$ cat src/rtl/bcc_pkg.sv
package bcc_pkg;

  typedef enum logic [2:0] {
    PH_IDLE,
    PH_ADDR,
    PH_STRB,
    PH_WAIT,
    PH_END
  } phase_e;

  localparam logic [2:0] CK_INTA    = 3'd0;
  localparam logic [2:0] CK_IO_RD   = 3'd1;
  localparam logic [2:0] CK_IO_WR   = 3'd2;
  localparam logic [2:0] CK_HALT    = 3'd3;
  localparam logic [2:0] CK_FETCH   = 3'd4;
  localparam logic [2:0] CK_MEM_RD  = 3'd5;
  localparam logic [2:0] CK_MEM_WR  = 3'd6;
  localparam logic [2:0] CK_REFRESH = 3'd7;

  localparam logic [2:0] STS_PASSIVE = 3'b111;

  function automatic logic [2:0] kind_status(input logic [2:0] k);
    return (k == CK_REFRESH) ? CK_MEM_RD : k;
  endfunction

  function automatic logic kind_reads(input logic [2:0] k);
    return (k == CK_INTA) || (k == CK_IO_RD) || (k == CK_FETCH) || (k == CK_MEM_RD);
  endfunction

  function automatic logic kind_writes(input logic [2:0] k);
    return (k == CK_IO_WR) || (k == CK_MEM_WR);
  endfunction

endpackage

$ cat src/rtl/bcc_sequencer.sv
module bcc_sequencer
  import bcc_pkg::*;
#(
  parameter int ADDR_W = 20,
  parameter int DATA_W = 16
) (
  input  logic              clk,
  input  logic              rst,
  input  logic              req_valid,
  input  logic [2:0]        req_kind,
  input  logic [ADDR_W-1:0] req_addr,
  input  logic              req_word,
  input  logic [DATA_W-1:0] req_wdata,
  input  logic              req_no_wait,
  input  logic              ready_in,
  output logic              req_ack,
  output phase_e            phase,
  output phase_e            nxt_phase,
  output logic [2:0]        sel_kind,
  output logic [ADDR_W-1:0] sel_addr,
  output logic              sel_word,
  output logic [DATA_W-1:0] sel_wdata
);

  logic [2:0]        lat_kind;
  logic [ADDR_W-1:0] lat_addr;
  logic              lat_word;
  logic [DATA_W-1:0] lat_wdata;
  logic              lat_no_wait;

  assign req_ack = req_valid && !rst && (phase == PH_IDLE);

  always_comb begin
    nxt_phase = phase;
    case (phase)
      PH_IDLE: if (req_ack) nxt_phase = PH_ADDR;
      PH_ADDR: nxt_phase = PH_STRB;
      PH_STRB: nxt_phase = PH_WAIT;
      PH_WAIT: if (ready_in || lat_no_wait) nxt_phase = PH_END;
      PH_END:  nxt_phase = PH_IDLE;
      default: nxt_phase = PH_IDLE;
    endcase
  end

  always_ff @(posedge clk) begin
    if (rst) begin
      phase       <= PH_IDLE;
      lat_kind    <= '0;
      lat_addr    <= '0;
      lat_word    <= 1'b0;
      lat_wdata   <= '0;
      lat_no_wait <= 1'b0;
    end else begin
      phase <= nxt_phase;
      if (req_ack) begin
        lat_kind    <= req_kind;
        lat_addr    <= req_addr;
        lat_word    <= req_word;
        lat_wdata   <= req_wdata;
        lat_no_wait <= req_no_wait;
      end
    end
  end

  assign sel_kind  = req_ack ? req_kind  : lat_kind;
  assign sel_addr  = req_ack ? req_addr  : lat_addr;
  assign sel_word  = req_ack ? req_word  : lat_word;
  assign sel_wdata = req_ack ? req_wdata : lat_wdata;

  p_wait_hold_r6: assert property (@(posedge clk) disable iff (rst)
    (phase == PH_WAIT && !ready_in && !lat_no_wait) |=> (phase == PH_WAIT));

  p_ready_exit_r6: assert property (@(posedge clk) disable iff (rst)
    (phase == PH_WAIT && ready_in) |=> (phase == PH_END));

  p_ignore_ready_r7: assert property (@(posedge clk) disable iff (rst)
    (phase == PH_WAIT && lat_no_wait) |=> (phase == PH_END));

  p_ack_start_r12: assert property (@(posedge clk) disable iff (rst)
    req_ack |=> (phase == PH_ADDR));

  p_order_r4: assert property (@(posedge clk) disable iff (rst)
    (phase == PH_ADDR) |=> (phase == PH_STRB));

endmodule

$ cat src/rtl/bcc_pin_driver.sv
module bcc_pin_driver
  import bcc_pkg::*;
#(
  parameter int ADDR_W = 20,
  parameter int DATA_W = 16
) (
  input  logic                     clk,
  input  logic                     rst,
  input  phase_e                   phase,
  input  phase_e                   nxt_phase,
  input  logic [2:0]               sel_kind,
  input  logic [ADDR_W-1:0]        sel_addr,
  input  logic                     sel_word,
  input  logic [DATA_W-1:0]        sel_wdata,
  input  logic [DATA_W-1:0]        ad_in,
  output logic [DATA_W-1:0]        ad_out,
  output logic                     ad_oe,
  output logic [ADDR_W-DATA_W-1:0] addr_hi,
  output logic                     ale,
  output logic                     rd_n,
  output logic                     wr_n,
  output logic                     den_n,
  output logic                     bhe_n,
  output logic [2:0]               sts,
  output logic                     done,
  output logic [DATA_W-1:0]        rd_data
);

  localparam int HI_W = ADDR_W - DATA_W;

  logic              k_rd, k_wr, k_rfsh;
  logic              lane_bhe_n;
  logic [DATA_W-1:0] lo_addr;

  logic              d_ale, d_rd_n, d_wr_n, d_den_n, d_bhe_n, d_oe;
  logic [2:0]        d_sts;
  logic [HI_W-1:0]   d_hi;
  logic [DATA_W-1:0] d_ad;

  assign k_rd       = kind_reads(sel_kind);
  assign k_wr       = kind_writes(sel_kind);
  assign k_rfsh     = (sel_kind == CK_REFRESH);
  assign lane_bhe_n = k_rfsh ? 1'b1 : !(sel_word || sel_addr[0]);
  assign lo_addr    = {sel_addr[DATA_W-1:1], sel_addr[0] | k_rfsh};

  always_comb begin
    d_ale   = 1'b0;
    d_rd_n  = 1'b1;
    d_wr_n  = 1'b1;
    d_den_n = 1'b1;
    d_bhe_n = 1'b1;
    d_oe    = 1'b0;
    d_sts   = STS_PASSIVE;
    d_hi    = '0;
    d_ad    = '0;
    case (nxt_phase)
      PH_ADDR: begin
        d_ale   = 1'b1;
        d_sts   = kind_status(sel_kind);
        d_bhe_n = lane_bhe_n;
        d_hi    = sel_addr[ADDR_W-1:DATA_W];
        d_ad    = lo_addr;
        d_oe    = 1'b1;
      end
      PH_STRB, PH_WAIT: begin
        d_bhe_n = lane_bhe_n;
        d_rd_n  = !k_rd;
        d_wr_n  = !k_wr;
        d_den_n = !(k_rd || k_wr);
        if (k_wr) begin
          d_oe = 1'b1;
          d_ad = sel_wdata;
        end
      end
      PH_END: begin
        d_bhe_n = lane_bhe_n;
        d_den_n = !k_wr;
        if (k_wr) begin
          d_oe = 1'b1;
          d_ad = sel_wdata;
        end
      end
      default: ;
    endcase
  end

  always_ff @(posedge clk) begin
    if (rst) begin
      ale     <= 1'b0;
      rd_n    <= 1'b1;
      wr_n    <= 1'b1;
      den_n   <= 1'b1;
      bhe_n   <= 1'b1;
      ad_oe   <= 1'b0;
      sts     <= STS_PASSIVE;
      addr_hi <= '0;
      ad_out  <= '0;
      done    <= 1'b0;
      rd_data <= '0;
    end else begin
      ale     <= d_ale;
      rd_n    <= d_rd_n;
      wr_n    <= d_wr_n;
      den_n   <= d_den_n;
      bhe_n   <= d_bhe_n;
      ad_oe   <= d_oe;
      sts     <= d_sts;
      addr_hi <= d_hi;
      ad_out  <= d_ad;
      done    <= (nxt_phase == PH_END);
      if (phase == PH_WAIT && nxt_phase == PH_END && k_rd)
        rd_data <= ad_in;
    end
  end

  p_reset_idle_r1: assert property (@(posedge clk)
    rst |=> (rd_n && wr_n && den_n && bhe_n && !ale && !ad_oe && !done
             && sts == STS_PASSIVE && addr_hi == '0));

  p_sts_passive_r2: assert property (@(posedge clk) disable iff (rst)
    !ale |-> (sts == STS_PASSIVE));

  p_hi_blank_r3: assert property (@(posedge clk) disable iff (rst)
    !ale |-> (addr_hi == '0));

  p_ale_single_r4: assert property (@(posedge clk) disable iff (rst)
    ale |=> !ale);

  p_strobe_excl_r8: assert property (@(posedge clk) disable iff (rst)
    !(!rd_n && !wr_n));

  p_den_addr_r8: assert property (@(posedge clk) disable iff (rst)
    ale |-> den_n);

  p_rd_bus_r8: assert property (@(posedge clk) disable iff (rst)
    !rd_n |-> (!den_n && !ad_oe));

  p_done_pulse_r9: assert property (@(posedge clk) disable iff (rst)
    done |=> !done);

  p_wr_bus_r10: assert property (@(posedge clk) disable iff (rst)
    !wr_n |-> (ad_oe && !den_n));

endmodule

$ cat src/rtl/bus_cycle_ctrl.sv
module bus_cycle_ctrl
  import bcc_pkg::*;
#(
  parameter int ADDR_W = 20,
  parameter int DATA_W = 16
) (
  input  logic                     clk,
  input  logic                     rst,
  input  logic                     req_valid,
  input  logic [2:0]               req_kind,
  input  logic [ADDR_W-1:0]        req_addr,
  input  logic                     req_word,
  input  logic [DATA_W-1:0]        req_wdata,
  input  logic                     req_no_wait,
  output logic                     req_ack,
  input  logic                     ready_in,
  input  logic [DATA_W-1:0]        ad_in,
  output logic [DATA_W-1:0]        ad_out,
  output logic                     ad_oe,
  output logic [ADDR_W-DATA_W-1:0] addr_hi,
  output logic                     ale,
  output logic                     rd_n,
  output logic                     wr_n,
  output logic                     den_n,
  output logic                     bhe_n,
  output logic [2:0]               sts,
  output logic                     done,
  output logic [DATA_W-1:0]        rd_data
);

  phase_e            phase, nxt_phase;
  logic [2:0]        sel_kind;
  logic [ADDR_W-1:0] sel_addr;
  logic              sel_word;
  logic [DATA_W-1:0] sel_wdata;

  bcc_sequencer #(.ADDR_W(ADDR_W), .DATA_W(DATA_W)) u_seq (
    .clk(clk), .rst(rst),
    .req_valid(req_valid), .req_kind(req_kind), .req_addr(req_addr),
    .req_word(req_word), .req_wdata(req_wdata), .req_no_wait(req_no_wait),
    .ready_in(ready_in), .req_ack(req_ack),
    .phase(phase), .nxt_phase(nxt_phase),
    .sel_kind(sel_kind), .sel_addr(sel_addr), .sel_word(sel_word),
    .sel_wdata(sel_wdata)
  );

  bcc_pin_driver #(.ADDR_W(ADDR_W), .DATA_W(DATA_W)) u_pins (
    .clk(clk), .rst(rst),
    .phase(phase), .nxt_phase(nxt_phase),
    .sel_kind(sel_kind), .sel_addr(sel_addr), .sel_word(sel_word),
    .sel_wdata(sel_wdata), .ad_in(ad_in),
    .ad_out(ad_out), .ad_oe(ad_oe), .addr_hi(addr_hi), .ale(ale),
    .rd_n(rd_n), .wr_n(wr_n), .den_n(den_n), .bhe_n(bhe_n), .sts(sts),
    .done(done), .rd_data(rd_data)
  );

endmodule

$ cat config.mk
export PLATFORM = sky130hd
export DESIGN_NAME = bus_cycle_ctrl
export DESIGN_NICKNAME = d
export VERILOG_FILES = /design/src/rtl/bcc_pkg.sv /design/src/rtl/bcc_sequencer.sv /design/src/rtl/bcc_pin_driver.sv /design/src/rtl/bus_cycle_ctrl.sv
export SDC_FILE = /design/constraint.sdc
export NUM_CORES = 1
export LEC_CHECK = 0
export BUFFER_PORTS_ARGS = -buffer_cell sky130_fd_sc_hd__buf_2
export CORE_MARGIN = 1
export CORE_UTILIZATION = 50
export CTS_CLUSTER_DIAMETER = 40
export DETAILED_ROUTE_END_ITERATION = 8
export PLACE_DENSITY_LB_ADDON = 0.2
export SYNTH_ARGS = -nofsm -noshare
export SYNTH_HDL_FRONTEND = slang
export SYNTH_HIERARCHICAL = 1
export SYNTH_SLANG_ARGS = --single-unit
$ cat constraint.sdc
create_clock -name clk -period 3 [get_ports clk]
set_input_delay 0.3 -clock clk [delete_from_list [all_inputs] [get_ports clk]]
set_output_delay 0.3 -clock clk [all_outputs]
set_load 0.01 [all_outputs]
==> implementation parameters <==
Parameter                              Value

STA
  Highest achievable clock rate ... 401 MHz
  Aggregate negative setup slack ... 0 ns
  Setup clock skew after layout ... around 0.0063 ns
  Slew of the pin with the lowest slew margin ... about 0.74 ns
  Hold Fails Final Rpt ... 0
  Max_slew headroom ... 50.7%
  Final period utilization ... 83.1%
  Final worst path period need ... 2.49 ns
  Count of pins over their slew limit ... 0
  Post-route worst setup slack ... 0.506 ns
  RSZ-0062 raised after global routing ... no
  Number of failing setup endpoints in the final timing report ... 0

GRT
  Maximum number of pins on one net before global-route repair ... 67
  Number of antenna violations at the first check in global routing ... 0
  First-pass GRT wire length ... 14.0 mm
  Global-route total usage across every layer ... 23.6%
  Via count of the first global-routing pass ... 3061
  Aggregate global routing overflow ... 0

Min path
  Cells on Worst Hold Path ... 3
  Hold Path Origin ... ad_in[15]
  Worst hold-check path type ... in -> reg
  Hold-critical path endpoint ... u_pins/rd_data[15]

Route
  Number of design-rule violations left by the first detailed-router iteration ... 153
  Pre-antenna DRT Iters ... 4
  Average vias per placed instance ... ~5.4
  Vias after detailed routing ... 3354
  Remaining DRCs ... 0
  Antenna Violating Nets Remaining ... 0
  Final wirelength ... between 8 and 9 mm
  Wirelength per Cell ... 14.0 um

Critical path
  Critical path start-end classification ... reg -> reg
  Number of cell instances on the worst register-to-register path ... 8
  Arrival time at the worst endpoint ... roughly 2.8 ns
  Critical path launch point ... u_seq/phase[2]
  Launching element type of the critical path ... flip-flop
  Required time of the critical path ... 3.27 ns
  R2R Path End ... u_pins/ad_out[2]
  Crit end category ... flip-flop
  Maximum fanout along the worst path ... 12
  Crit Reg-Reg Startpoint ... u_seq/phase[2]
  R2R Setup Slk ... ~0.51 ns

CTS
  Clock buffers created by TritonCTS ... 9
  Post-CTS Repair Setup Buffers ... 0
  Quantity of gates resized following cts ... 0
  Clock Tree Buf Depth ... 2
  Buffer type at the clock tree root ... sky130_fd_sc_hd__clkbuf_8
  Max H-tree Level ... 3
  TritonCTS sink count ... 90
  Clock insertion delay at the later pin of the skew report ... 0.35 ns
  Clock tree from TritonCTS ... built
  Clock-pin transition on the worst setup and hold timing paths ... 0.08 ns
  # hold bufs at CTS ... 0

Power and ir drop
  Maximum vdd ir drop ... 318 uV
  Total power ... 2.43 mW
  Part of the total power dissipated in sequential elements ... 52.7%
  Power Internal ... 1.78 mW
  Lkg Pwr ... 1.79 nW
  Switching component of the power ... 657 uW
  Fraction of power consumed by combinational cells ... 15.0%
  Fraction of power spent switching nets ... between 20% and 30%
  Share of power burned in the clock network ... 32.3%
  Cell area power density ... roughly 550 mW/mm^2

Final layout
  Reg area ... roughly 0.0018 mm^2
  Area growth, synth to finish ... 20.9%
  Total of fill cells in the finished design ... approximately 670
  Layout cells sized above 1 ... 26.5%
  Final nets ... 585
  Inserted Diodes ... 0
  Most frequent standard cell in the layout excluding fill and tap cells ... sky130_fd_sc_hd__buf_2
  Most frequent cells in the layout ... sky130_fd_sc_hd__buf_2, sky130_fd_sc_hd__dfxtp_1, sky130_fd_sc_hd__nand3_1, sky130_fd_sc_hd__o21ai_0, sky130_fd_sc_hd__inv_1
  Non-filler cells, final ... 625
  Area of the multi-input gates ... 0.00151 mm^2

Yosys
  Total nets after synthesis ... 494
  Primary flip-flop cell chosen by synthesis mapping ... sky130_fd_sc_hd__dfxtp_1
  Number of distinct library cell variants in the gate-level netlist after synthesis ... 34
  Async SR Flop Fraction ... 0%
  Count of flip-flops with a built-in enable after synthesis ... 0
  Mean instance size in the synthesized netlist ... 8.42 um^2
  Sequential cell area fraction in the yosys report ... 49.4%
  Mapped cell area ... 0.00365 mm^2
  Synthesis-stage register bit count ... 90
  Yosys warning count ... 6
  Instance count of the mapped netlist ... 433

Placement
  I/O Buffers ... 107
  Placed cells ... 609
  Post-placement worst setup slack ... 0.509 ns
  Final HPWL from detailed placement ... 6.02 mm
  Final Wtd Congestion ... 0.795

Run status
  Run status ... completed

Floorplanning
  Die Footprint ... 0.00764 mm^2
  Count of boundary I/O pins ... 108
  # rows ... 30
  Total core area ... 0.00691 mm^2
  Initial Util ... 52.8%
  Horizontal extent of the die ... 87.4 um
  DIE HEIGHT ... 87.4 um

Run
  Number of maximum-capacitance violations ... 0
## cell usage after synthesis, types with 4 or more instances
master | instances | area share (%)
sky130_fd_sc_hd__a21oi_1 | 34 | 4.7
sky130_fd_sc_hd__and2_1 | 4 | 0.69
sky130_fd_sc_hd__buf_2 | 13 | 1.8
sky130_fd_sc_hd__clkbuf_1 | 22 | 2.3
sky130_fd_sc_hd__dfxtp_1 | 90 | 49
sky130_fd_sc_hd__inv_1 | 43 | 4.4
sky130_fd_sc_hd__nand2_1 | 19 | 2.0
sky130_fd_sc_hd__nand3_1 | 59 | 8.1
sky130_fd_sc_hd__nor2_1 | 5 | 0.51
sky130_fd_sc_hd__o211ai_1 | 17 | 3.5
sky130_fd_sc_hd__o21ai_0 | 50 | 6.9
sky130_fd_sc_hd__o21ai_1 | 12 | 1.6
sky130_fd_sc_hd__o31ai_1 | 40 | 8.2
## worst max-delay path, stage by stage (launching register included)
cell                       delay, ns
sky130_fd_sc_hd__dfxtp_1        0.51
sky130_fd_sc_hd__nor4_4         0.08
sky130_fd_sc_hd__nand2_1        0.14
sky130_fd_sc_hd__clkinv_2       0.09
sky130_fd_sc_hd__o21ai_0        0.49
sky130_fd_sc_hd__nor2b_1        0.52
sky130_fd_sc_hd__buf_4          0.28
sky130_fd_sc_hd__o211ai_1       0.10
sky130_fd_sc_hd__a21oi_1        0.20
## sequential cells by signal, indices dropped and copies added, names as in the netlist, 3 cells and up
register and count:
u_seq/lat_addr 20, u_seq/lat_wdata 16, u_seq/lat_kind 3, u_pins/rd_data 16, u_pins/addr_hi 4, u_pins/sts 3
u_seq/phase 3, u_pins/ad_out 16
## logic make-up after synthesis
kind of cell / after synthesis / synth area share (%)
flops: 90 / 49.4
simple gates: 104 / 15.3
buf+inv: 83 / 9.54
compound gates: 156 / 25.7
## power by group through the flow
stage | Combinational [mW] | Sequential, mW | Clock, mW
after detailed placement | 0.363 | 1.31 | 0
after global placement | 0.356 | 1.31 | 0
after global routing | 0.407 | 1.29 | 0.855
final | 0.365 | 1.28 | 0.785
after floorplan | 0.239 | 1.32 | 0
after CTS | 0.365 | 1.28 | 0.797
## layout make-up
class	instances	share of cell area (%)
clock buffer	11	2.98
clock inverter	5	1.25
inverter	44	3.77
multi-input combinational	260	34.2
sequential	90	40.9
tap	96	2.72
timing repair buffer	119	14.2
## through the flow
step                cell area [um^2]  util [%]  hold slack, ns
floorplan                       3650         -           0.437
global placement                4220      61.1           0.452
detailed placement              4220      61.1           0.454
CTS                             4410      63.8           0.182
global route                    4410      63.8           0.181
finish                          4410      63.8           0.192
## worst max path at each step
stage / to
CTS: u_pins/ad_out[2]
global route: u_pins/rd_data[5]
detailed placement: u_pins/ad_out[2]
global placement: u_pins/den_n
floorplan: u_pins/rd_data[10]
finish: u_pins/ad_out[2]
## layer usage
| layer | routed length, um | track usage (%) |
|---|---|---|
| met2 | 4340 | 40.5 |
| met3 | 436 | 5.78 |
| met4 | 87 | 5.81 |
| met5 | 0 | 0 |
| met1 | 3900 | 29.8 |
No activity file was read; power rests on OpenSTA's default activity.
